**config.mk**
```make
export PLATFORM = sky130hd
export DESIGN_NAME = csel_unit
export DESIGN_NICKNAME = d
export VERILOG_FILES = /design/src/rtl/csel_pkg.sv /design/src/rtl/csel_regs.sv /design/src/rtl/csel_match.sv /design/src/rtl/csel_arb.sv /design/src/rtl/csel_unit.sv
export SDC_FILE = /design/constraint.sdc
export NUM_CORES = 1
export LEC_CHECK = 0
export ABC_CLOCK_PERIOD_IN_PS = 4510
export BUFFER_PORTS_ARGS = -buffer_cell sky130_fd_sc_hd__buf_4
export CORE_UTILIZATION = 45
export CTS_CLUSTER_DIAMETER = 120
export CTS_CLUSTER_SIZE = 28
export DETAILED_ROUTE_END_ITERATION = 16
export PLACE_DENSITY = 0.72
export SLEW_MARGIN = 30
export SYNTH_ARGS = -nofsm -noshare
export SYNTH_HDL_FRONTEND = slang
export SYNTH_SLANG_ARGS = --single-unit
```
**constraint.sdc**
```tcl
create_clock -name clk -period 4.51 [get_ports clk]
set_clock_uncertainty 0.05 [all_clocks]
set_input_delay 1.1275 -clock clk [delete_from_list [all_inputs] [get_ports clk]]
set_output_delay 1.1275 -clock clk [all_outputs]
set_load 0.02 [all_outputs]
```
**src/rtl/csel_pkg.sv**
```systemverilog
// Shared field layout for the chip-select decoder.
// Assumes 16-bit control words and 8 KB decode granules on a 24-bit bus.
package csel_pkg;
    localparam int CS_REG_W  = 16;
    localparam int CS_FC_W   = 3;
    localparam int CS_HI_W   = 11;   // address bits A23..A13
    localparam int CS_WST_W  = 3;
    localparam logic [CS_WST_W-1:0] WST_EXT = '1;  // external acknowledge

    typedef struct packed {
        logic [CS_FC_W-1:0] fc;
        logic [CS_HI_W-1:0] base;
        logic               wr_only;   // 0 = read region, 1 = write region
        logic               en;
    } base_word_t;

    typedef struct packed {
        logic [CS_WST_W-1:0] wst;
        logic [CS_HI_W-1:0]  mask;     // 1 = compare this address bit
        logic                dir_chk;
        logic                fc_chk;
    } opt_word_t;
endpackage

```
**src/rtl/csel_regs.sv**
```systemverilog
// Register file: base/option word per channel plus sticky write-protect flag.
// Assumes a single-cycle host write port and combinational read-back.
module csel_regs
    import csel_pkg::*;
#(
    parameter int NUM_CH = 4,
    localparam int RA_W  = $clog2(2*NUM_CH+1)
) (
    input  logic                      clk,
    input  logic                      rst_n,
    input  logic                      we,
    input  logic [RA_W-1:0]           addr,
    input  logic [CS_REG_W-1:0]       wdata,
    input  logic                      viol_evt,
    output base_word_t [NUM_CH-1:0]   base_q,
    output opt_word_t  [NUM_CH-1:0]   opt_q,
    output logic                      wpv_q,
    output logic [CS_REG_W-1:0]       rdata
);
    localparam logic [RA_W-1:0] STAT_IDX = RA_W'(2*NUM_CH);
    localparam opt_word_t OPT_RST = '{wst: 3'd6, mask: '0, dir_chk: 1'b0, fc_chk: 1'b0};

    // Hold and update the per-channel control words.
    always_ff @(posedge clk) begin
        for (int i = 0; i < NUM_CH; i++) begin
            if (!rst_n) begin
                base_q[i] <= '{fc: '0, base: '0, wr_only: 1'b0, en: (i == 0)};
                opt_q[i]  <= OPT_RST;
            end else if (we && addr == RA_W'(2*i)) begin
                base_q[i] <= base_word_t'(wdata);
            end else if (we && addr == RA_W'(2*i+1)) begin
                opt_q[i]  <= opt_word_t'(wdata);
            end
        end
    end

    // Sticky violation flag: set wins over write-one-to-clear.
    always_ff @(posedge clk) begin
        if (!rst_n)
            wpv_q <= 1'b0;
        else if (viol_evt)
            wpv_q <= 1'b1;
        else if (we && addr == STAT_IDX && wdata[0])
            wpv_q <= 1'b0;
    end

    // Read-back multiplexer.
    always_comb begin
        rdata = '0;
        for (int i = 0; i < NUM_CH; i++) begin
            if (addr == RA_W'(2*i))   rdata = base_q[i];
            if (addr == RA_W'(2*i+1)) rdata = opt_q[i];
        end
        if (addr == STAT_IDX) rdata = {{(CS_REG_W-1){1'b0}}, wpv_q};
    end
endmodule

```
**src/rtl/csel_match.sv**
```systemverilog
// One channel's comparator: address under mask, function code and direction.
// Purely combinational; the strobe is applied later by the arbiter.
module csel_match
    import csel_pkg::*;
(
    input  base_word_t            base_w,
    input  opt_word_t             opt_w,
    input  logic [CS_HI_W-1:0]    bus_hi,
    input  logic [CS_FC_W-1:0]    bus_fc,
    input  logic                  bus_read,
    output logic                  full_hit,
    output logic                  prot_hit
);
    logic addr_ok, fc_ok, dir_ok, region_hit;

    // Compare the region, then qualify with direction.
    always_comb begin
        addr_ok    = ((bus_hi ^ base_w.base) & opt_w.mask) == '0;
        fc_ok      = !opt_w.fc_chk || (bus_fc == base_w.fc);
        dir_ok     = !opt_w.dir_chk || (base_w.wr_only ? !bus_read : bus_read);
        region_hit = base_w.en && addr_ok && fc_ok;
        full_hit   = region_hit && dir_ok;
        prot_hit   = region_hit && opt_w.dir_chk && !base_w.wr_only && !bus_read;
    end
endmodule

```
**src/rtl/csel_arb.sv**
```systemverilog
// Picks the lowest-numbered matching channel, times the acknowledge and
// flags write-protect violations. Assumes the strobe returns high between cycles.
module csel_arb
    import csel_pkg::*;
#(
    parameter int NUM_CH = 4
) (
    input  logic                      clk,
    input  logic                      rst_n,
    input  logic                      as_n,
    input  logic [NUM_CH-1:0]         full_hit,
    input  logic [NUM_CH-1:0]         prot_hit,
    input  opt_word_t [NUM_CH-1:0]    opt_q,
    output logic [NUM_CH-1:0]         cs_n,
    output logic                      dtack_n,
    output logic                      berr_n,
    output logic                      viol_evt
);
    logic [NUM_CH-1:0]   win;
    logic                found;
    logic [CS_WST_W-1:0] wst_sel;
    logic [CS_WST_W-1:0] cnt_q;
    logic                viol;

    // Fixed priority: lowest index wins.
    always_comb begin
        win     = '0;
        found   = 1'b0;
        wst_sel = WST_EXT;
        for (int i = 0; i < NUM_CH; i++) begin
            if (full_hit[i] && !found) begin
                win[i]  = 1'b1;
                found   = 1'b1;
                wst_sel = opt_q[i].wst;
            end
        end
    end

    // Count clock edges seen with the strobe low, saturating.
    always_ff @(posedge clk) begin
        if (!rst_n || as_n)
            cnt_q <= '0;
        else if (cnt_q != '1)
            cnt_q <= cnt_q + 1'b1;
    end

    // Drive the bus-side outputs.
    always_comb begin
        viol     = !as_n && !found && |prot_hit;
        viol_evt = viol;
        berr_n   = !viol;
        cs_n     = as_n ? '1 : ~win;
        dtack_n  = !(!as_n && found && wst_sel != WST_EXT && cnt_q >= wst_sel);
    end
endmodule

```
**src/rtl/csel_unit.sv**
```systemverilog
// Top of the chip-select decoder: register file, per-channel comparators
// and arbiter. Address bits below the 8 KB granule are not decoded.
module csel_unit
    import csel_pkg::*;
#(
    parameter int NUM_CH = 4,
    parameter int ADDR_W = 24,
    localparam int BLK_LSB = ADDR_W - CS_HI_W,
    localparam int RA_W    = $clog2(2*NUM_CH+1)
) (
    input  logic                   clk,
    input  logic                   rst_n,
    input  logic                   reg_we,
    input  logic [RA_W-1:0]        reg_addr,
    input  logic [CS_REG_W-1:0]    reg_wdata,
    output logic [CS_REG_W-1:0]    reg_rdata,
    input  logic                   bus_as_n,
    input  logic [ADDR_W-1:BLK_LSB] bus_addr,
    input  logic [CS_FC_W-1:0]     bus_fc,
    input  logic                   bus_read,
    output logic [NUM_CH-1:0]      cs_n,
    output logic                   dtack_n,
    output logic                   berr_n,
    output logic                   wpv
);
    base_word_t [NUM_CH-1:0] base_q;
    opt_word_t  [NUM_CH-1:0] opt_q;
    logic [NUM_CH-1:0]       full_hit, prot_hit;
    logic                    viol_evt;

    csel_regs #(.NUM_CH(NUM_CH)) u_regs (
        .clk(clk), .rst_n(rst_n), .we(reg_we), .addr(reg_addr),
        .wdata(reg_wdata), .viol_evt(viol_evt), .base_q(base_q),
        .opt_q(opt_q), .wpv_q(wpv), .rdata(reg_rdata)
    );

    for (genvar c = 0; c < NUM_CH; c++) begin : g_ch
        csel_match u_match (
            .base_w(base_q[c]), .opt_w(opt_q[c]), .bus_hi(bus_addr),
            .bus_fc(bus_fc), .bus_read(bus_read),
            .full_hit(full_hit[c]), .prot_hit(prot_hit[c])
        );
    end

    csel_arb #(.NUM_CH(NUM_CH)) u_arb (
        .clk(clk), .rst_n(rst_n), .as_n(bus_as_n), .full_hit(full_hit),
        .prot_hit(prot_hit), .opt_q(opt_q), .cs_n(cs_n),
        .dtack_n(dtack_n), .berr_n(berr_n), .viol_evt(viol_evt)
    );
endmodule

```
==> impl_metrics.csv <==
group,metric,value,unit
cts,cts_tree,"yes",
finish,nFillCells,1296,
critical_path,path_max_fanout,2,
die,fp.dieArea,15800,sq um
die,die_w,126,microns
logic_synthesis,synth_top_cell_by_area,"dfxtp_1",
critical_path,crit_chain,"buf_8, xor2_2, a22oi_2, nand4_1, a211oi_2, or4b_4, o22ai_4, inv_1, ha_1, nand2b_4, a21o_1, a21oi_2, nor3_2, o31ai_2, buf_4",
timing,worst_pin_slew,0.970,ns
drt,wire_per_inst,21.2,microns
global_routing,grt_pass1_wl,36200,microns
logic_synthesis,yosysMostFrequentCell,"nand2_1",
logic_synthesis,synth-seq-area-share,38.3,%
critical_path,crit_path_max_incr_delay,0.52,ns
global_routing,grt_pass1_vias,6525,
power_and_ir_drop,irDropWorstVdd,261,uV
timing,grt_setup_unrepaired,"yes",
outcome,status,"finished, violations left",
cts,cts_made_buffers,17,
logic_synthesis,yosys-top-cells-count,"273 x nand2_1, 132 x dfxtp_1, 64 x a21boi_0",
power_and_ir_drop,power.total,2.84,mW
logic_synthesis,synthSimpleGateAreaFrac,22.3,%
outcome,violations,"setup timing",
power_and_ir_drop,power.density,326,nW/um^2
cts,h-tree-depth,4,
critical_path,arrival,3.83,ns
die,row_count,44,
power_and_ir_drop,power.leakage,3.35,nW
timing,relSlewSlack,35.3,%
timing,period_needed,5.00,ns
timing,setup_ws,-0.495,ns
finish,multi_input_area,4210,sq um
die,core,14800,sq um
finish,seqCellArea,2640,sq um
cts,clkSinkCount,132,
placement,dp_cells,1099,
finish,antenna_cells,0,
drt,vias_per_cell,6.08,
critical_path,worst_ep_required_time,3.33,ns
critical_path,r2r_slack,2.09,ns
die,start_util,46.8,%
placement,gp_congestion,0.945,
timing,setup_viol,1,
finish,fin_area,8700,sq um
drt,dr.pass1.iters,9,
global_routing,antenna_found_initial,0,
logic_synthesis,syn_avg_cell_area,7.86,sq um
logic_synthesis,netlist.area_leader.share,38.3,%
logic_synthesis,synth_edf_count,0,
global_routing,grtUsageTotal,30.5,%
timing,slew_violations,0,
logic_synthesis,synth_adder_area_share,0.906,%
finish,area_growth,26.1,%
logic_synthesis,synth.distinct_cells,49,
finish,nets,996,
drt,drt_iter0_drc,795,
timing,hold_violations,0,
logic_synthesis,synth_top_family_by_area,"compound AO/OA/AOI/OAI gates",
timing,fmax,200,MHz
finish,layout-drive-gt1-share,20.6,%
logic_synthesis,yosys_register_bits,132,
critical_path,slowest_stage,"or4b_4",
die,ios,62,
placement,io_buffers,61,
hold_path,hold_path_class,"flip-flop to flip-flop",
logic_synthesis,ys.warnings.count,0,
global_routing,met2_usage,49.2,%
drt,drc,0,
logic_synthesis,netlist_top_cells_area,"dfxtp_1 38%, nand2_1 15%, xor2_1 7.2%",
cts,clk_latency,0.44,ns
drt,antenna_left,0,
logic_synthesis,synth_mux_area_share,0.435,%
cts,clkTransAtPathRegs,0.06,ns
finish,instances_no_fill,1146,
logic_synthesis,synth-xor-area-share,7.74,%
logic_synthesis,synth-compound-area-share,25.6,%
critical_path,end_kind,"output port",
global_routing,grt_max_degree,131,
critical_path,critPathLaunchType,"input port",
global_routing,gr-usage-met3,6.20,%
critical_path,critPathKind,"input port to output port",
drt,wl,24300,microns
cts,clock-root-buffer,"clkbuf_16",
global_routing,overflow,0,
timing,fin_crit_sh,111,%
logic_synthesis,synthCells,878,
global_routing,grtUsageMet1,38.2,%
logic_synthesis,synth_area,6900,sq um
cts,clk_path_buf_depth,2,
logic_synthesis,async_flop_share,0,%
placement,post-dp-hpwl,15500,microns
logic_synthesis,synth_top_flop_cell,"dfxtp_1",
placement,place_area,7670,sq um
drt,num_vias,6971,
die,fp.dieH,126,microns
global_routing,busiest_layer,"met2",
logic_synthesis,synth.net_count,922,
job,max_cap_violations,0,
==> registers in the layout, indices dropped and copies added, names as in the netlist <==
| signal | count |
|---|---|
| u_regs.wpv_q | 1 |
| u_regs.opt_q | 64 |
| u_regs.base_q | 64 |
| u_arb.cnt_q | 3 |
==> per-stage QoR <==
| stage | utilization, % | hold WS (ns) | setup WS (ns) | TNS [ns] |
|---|---|---|---|---|
| floorplan | - | 0.395 | -0.0337 | -0.0337 |
| global placement | 52.0 | 0.410 | -0.526 | -0.526 |
| detailed placement | 52.0 | 0.413 | -0.528 | -0.528 |
| CTS | 56.6 | 0.420 | -0.498 | -0.498 |
| global route | 59.0 | 0.443 | -0.582 | -0.582 |
| finish | 59.0 | 0.420 | -0.495 | -0.495 |
==> repair_timing <==
action | in CTS | in global routing
endpoints found under the setup margin | 1 | 2
hold buffers | 0 | 0
pin swaps | 11 | 22
endpoints found under the hold margin | 0 | 0
resized for setup | 12 | 48
buffers inserted | 11 | 8
==> final cells by class <==
| cell class | count | share of cell area, % |
|---|---|---|
| multi-input cells | 667 | 48.4 |
| well taps | 184 | 2.65 |
| inverters | 10 | 0.431 |
| flip-flops and latches | 132 | 30.4 |
| clock inverters | 6 | 0.920 |
| clock buffers | 23 | 5.38 |
| repair buffers | 124 | 11.8 |
==> final timing paths <==
check / endpoint / cells past startpoint / from
worst min register to register: u_regs.opt_q[54] / 2 / u_regs.opt_q[54]
worst max register to register: u_regs.wpv_q / 14 / u_regs.base_q[60]
worst min-delay path: u_regs.opt_q[54] / 2 / u_regs.opt_q[54]
worst max-delay path: dtack_n / 15 / bus_addr[19]
==> critical path: cells and delay by family <==
family                   cells  cell delay (ns)
XOR/XNOR                     1             0.13
buffers and inverters        3             0.33
AO/OA/AOI/OAI                6             1.05
AND/OR/NAND/NOR              4             0.91
adder cells (fa/ha/maj)      1             0.26
==> layout by cell type (no fill, tap or decap), drive strengths merged, types with 2 or more instances in the layout <==
master    n
a21oi    19
xor2     57
o22ai     3
xnor2     4
a31oi    10
inv      10
a22oi    42
a221oi    5
nand2   273
nor3      3
a21boi  124
a222oi   10
a22o      5
nor2     28
nor4      6
bufinv    2
clkinv    4
ha        5
o31ai     5
and2     11
clkbuf   23
o211ai    2
a211oi    3
nor4b     4
and3      2
nand2b    4
mux2i     3
a311oi    3
nand3    21
buf     124
nand4     5
dfxtp   132
==> metal layers <==
metal	vias to the layer above	share of wire, %	wire length (microns)
met1	3324	39	9550
met3	92	9.1	2220
met2	415	47	11400
li1	3140	-	-
met5	-	0	0
met4	0	4.7	1150
==> cells by family after synthesis <==
| logic type | count (synthesis) |
|---|---|
| XOR/XNOR | 61 |
| AO/OA/AOI/OAI | 234 |
| AND/OR/NAND/NOR | 364 |
| flip-flops | 132 |
| buffers and inverters | 79 |
| multiplexers | 3 |
| adder cells (fa/ha/maj) | 5 |
==> report_power, final <==
group	switching [mW]	total [mW]	internal (mW)
Clock	0.501	1.33	0.828
Combinational	0.173	0.308	0.134
Sequential	0.0174	1.20	1.18
Total	0.692	2.84	2.15
Note: power is estimated with default switching activity, not from simulation.
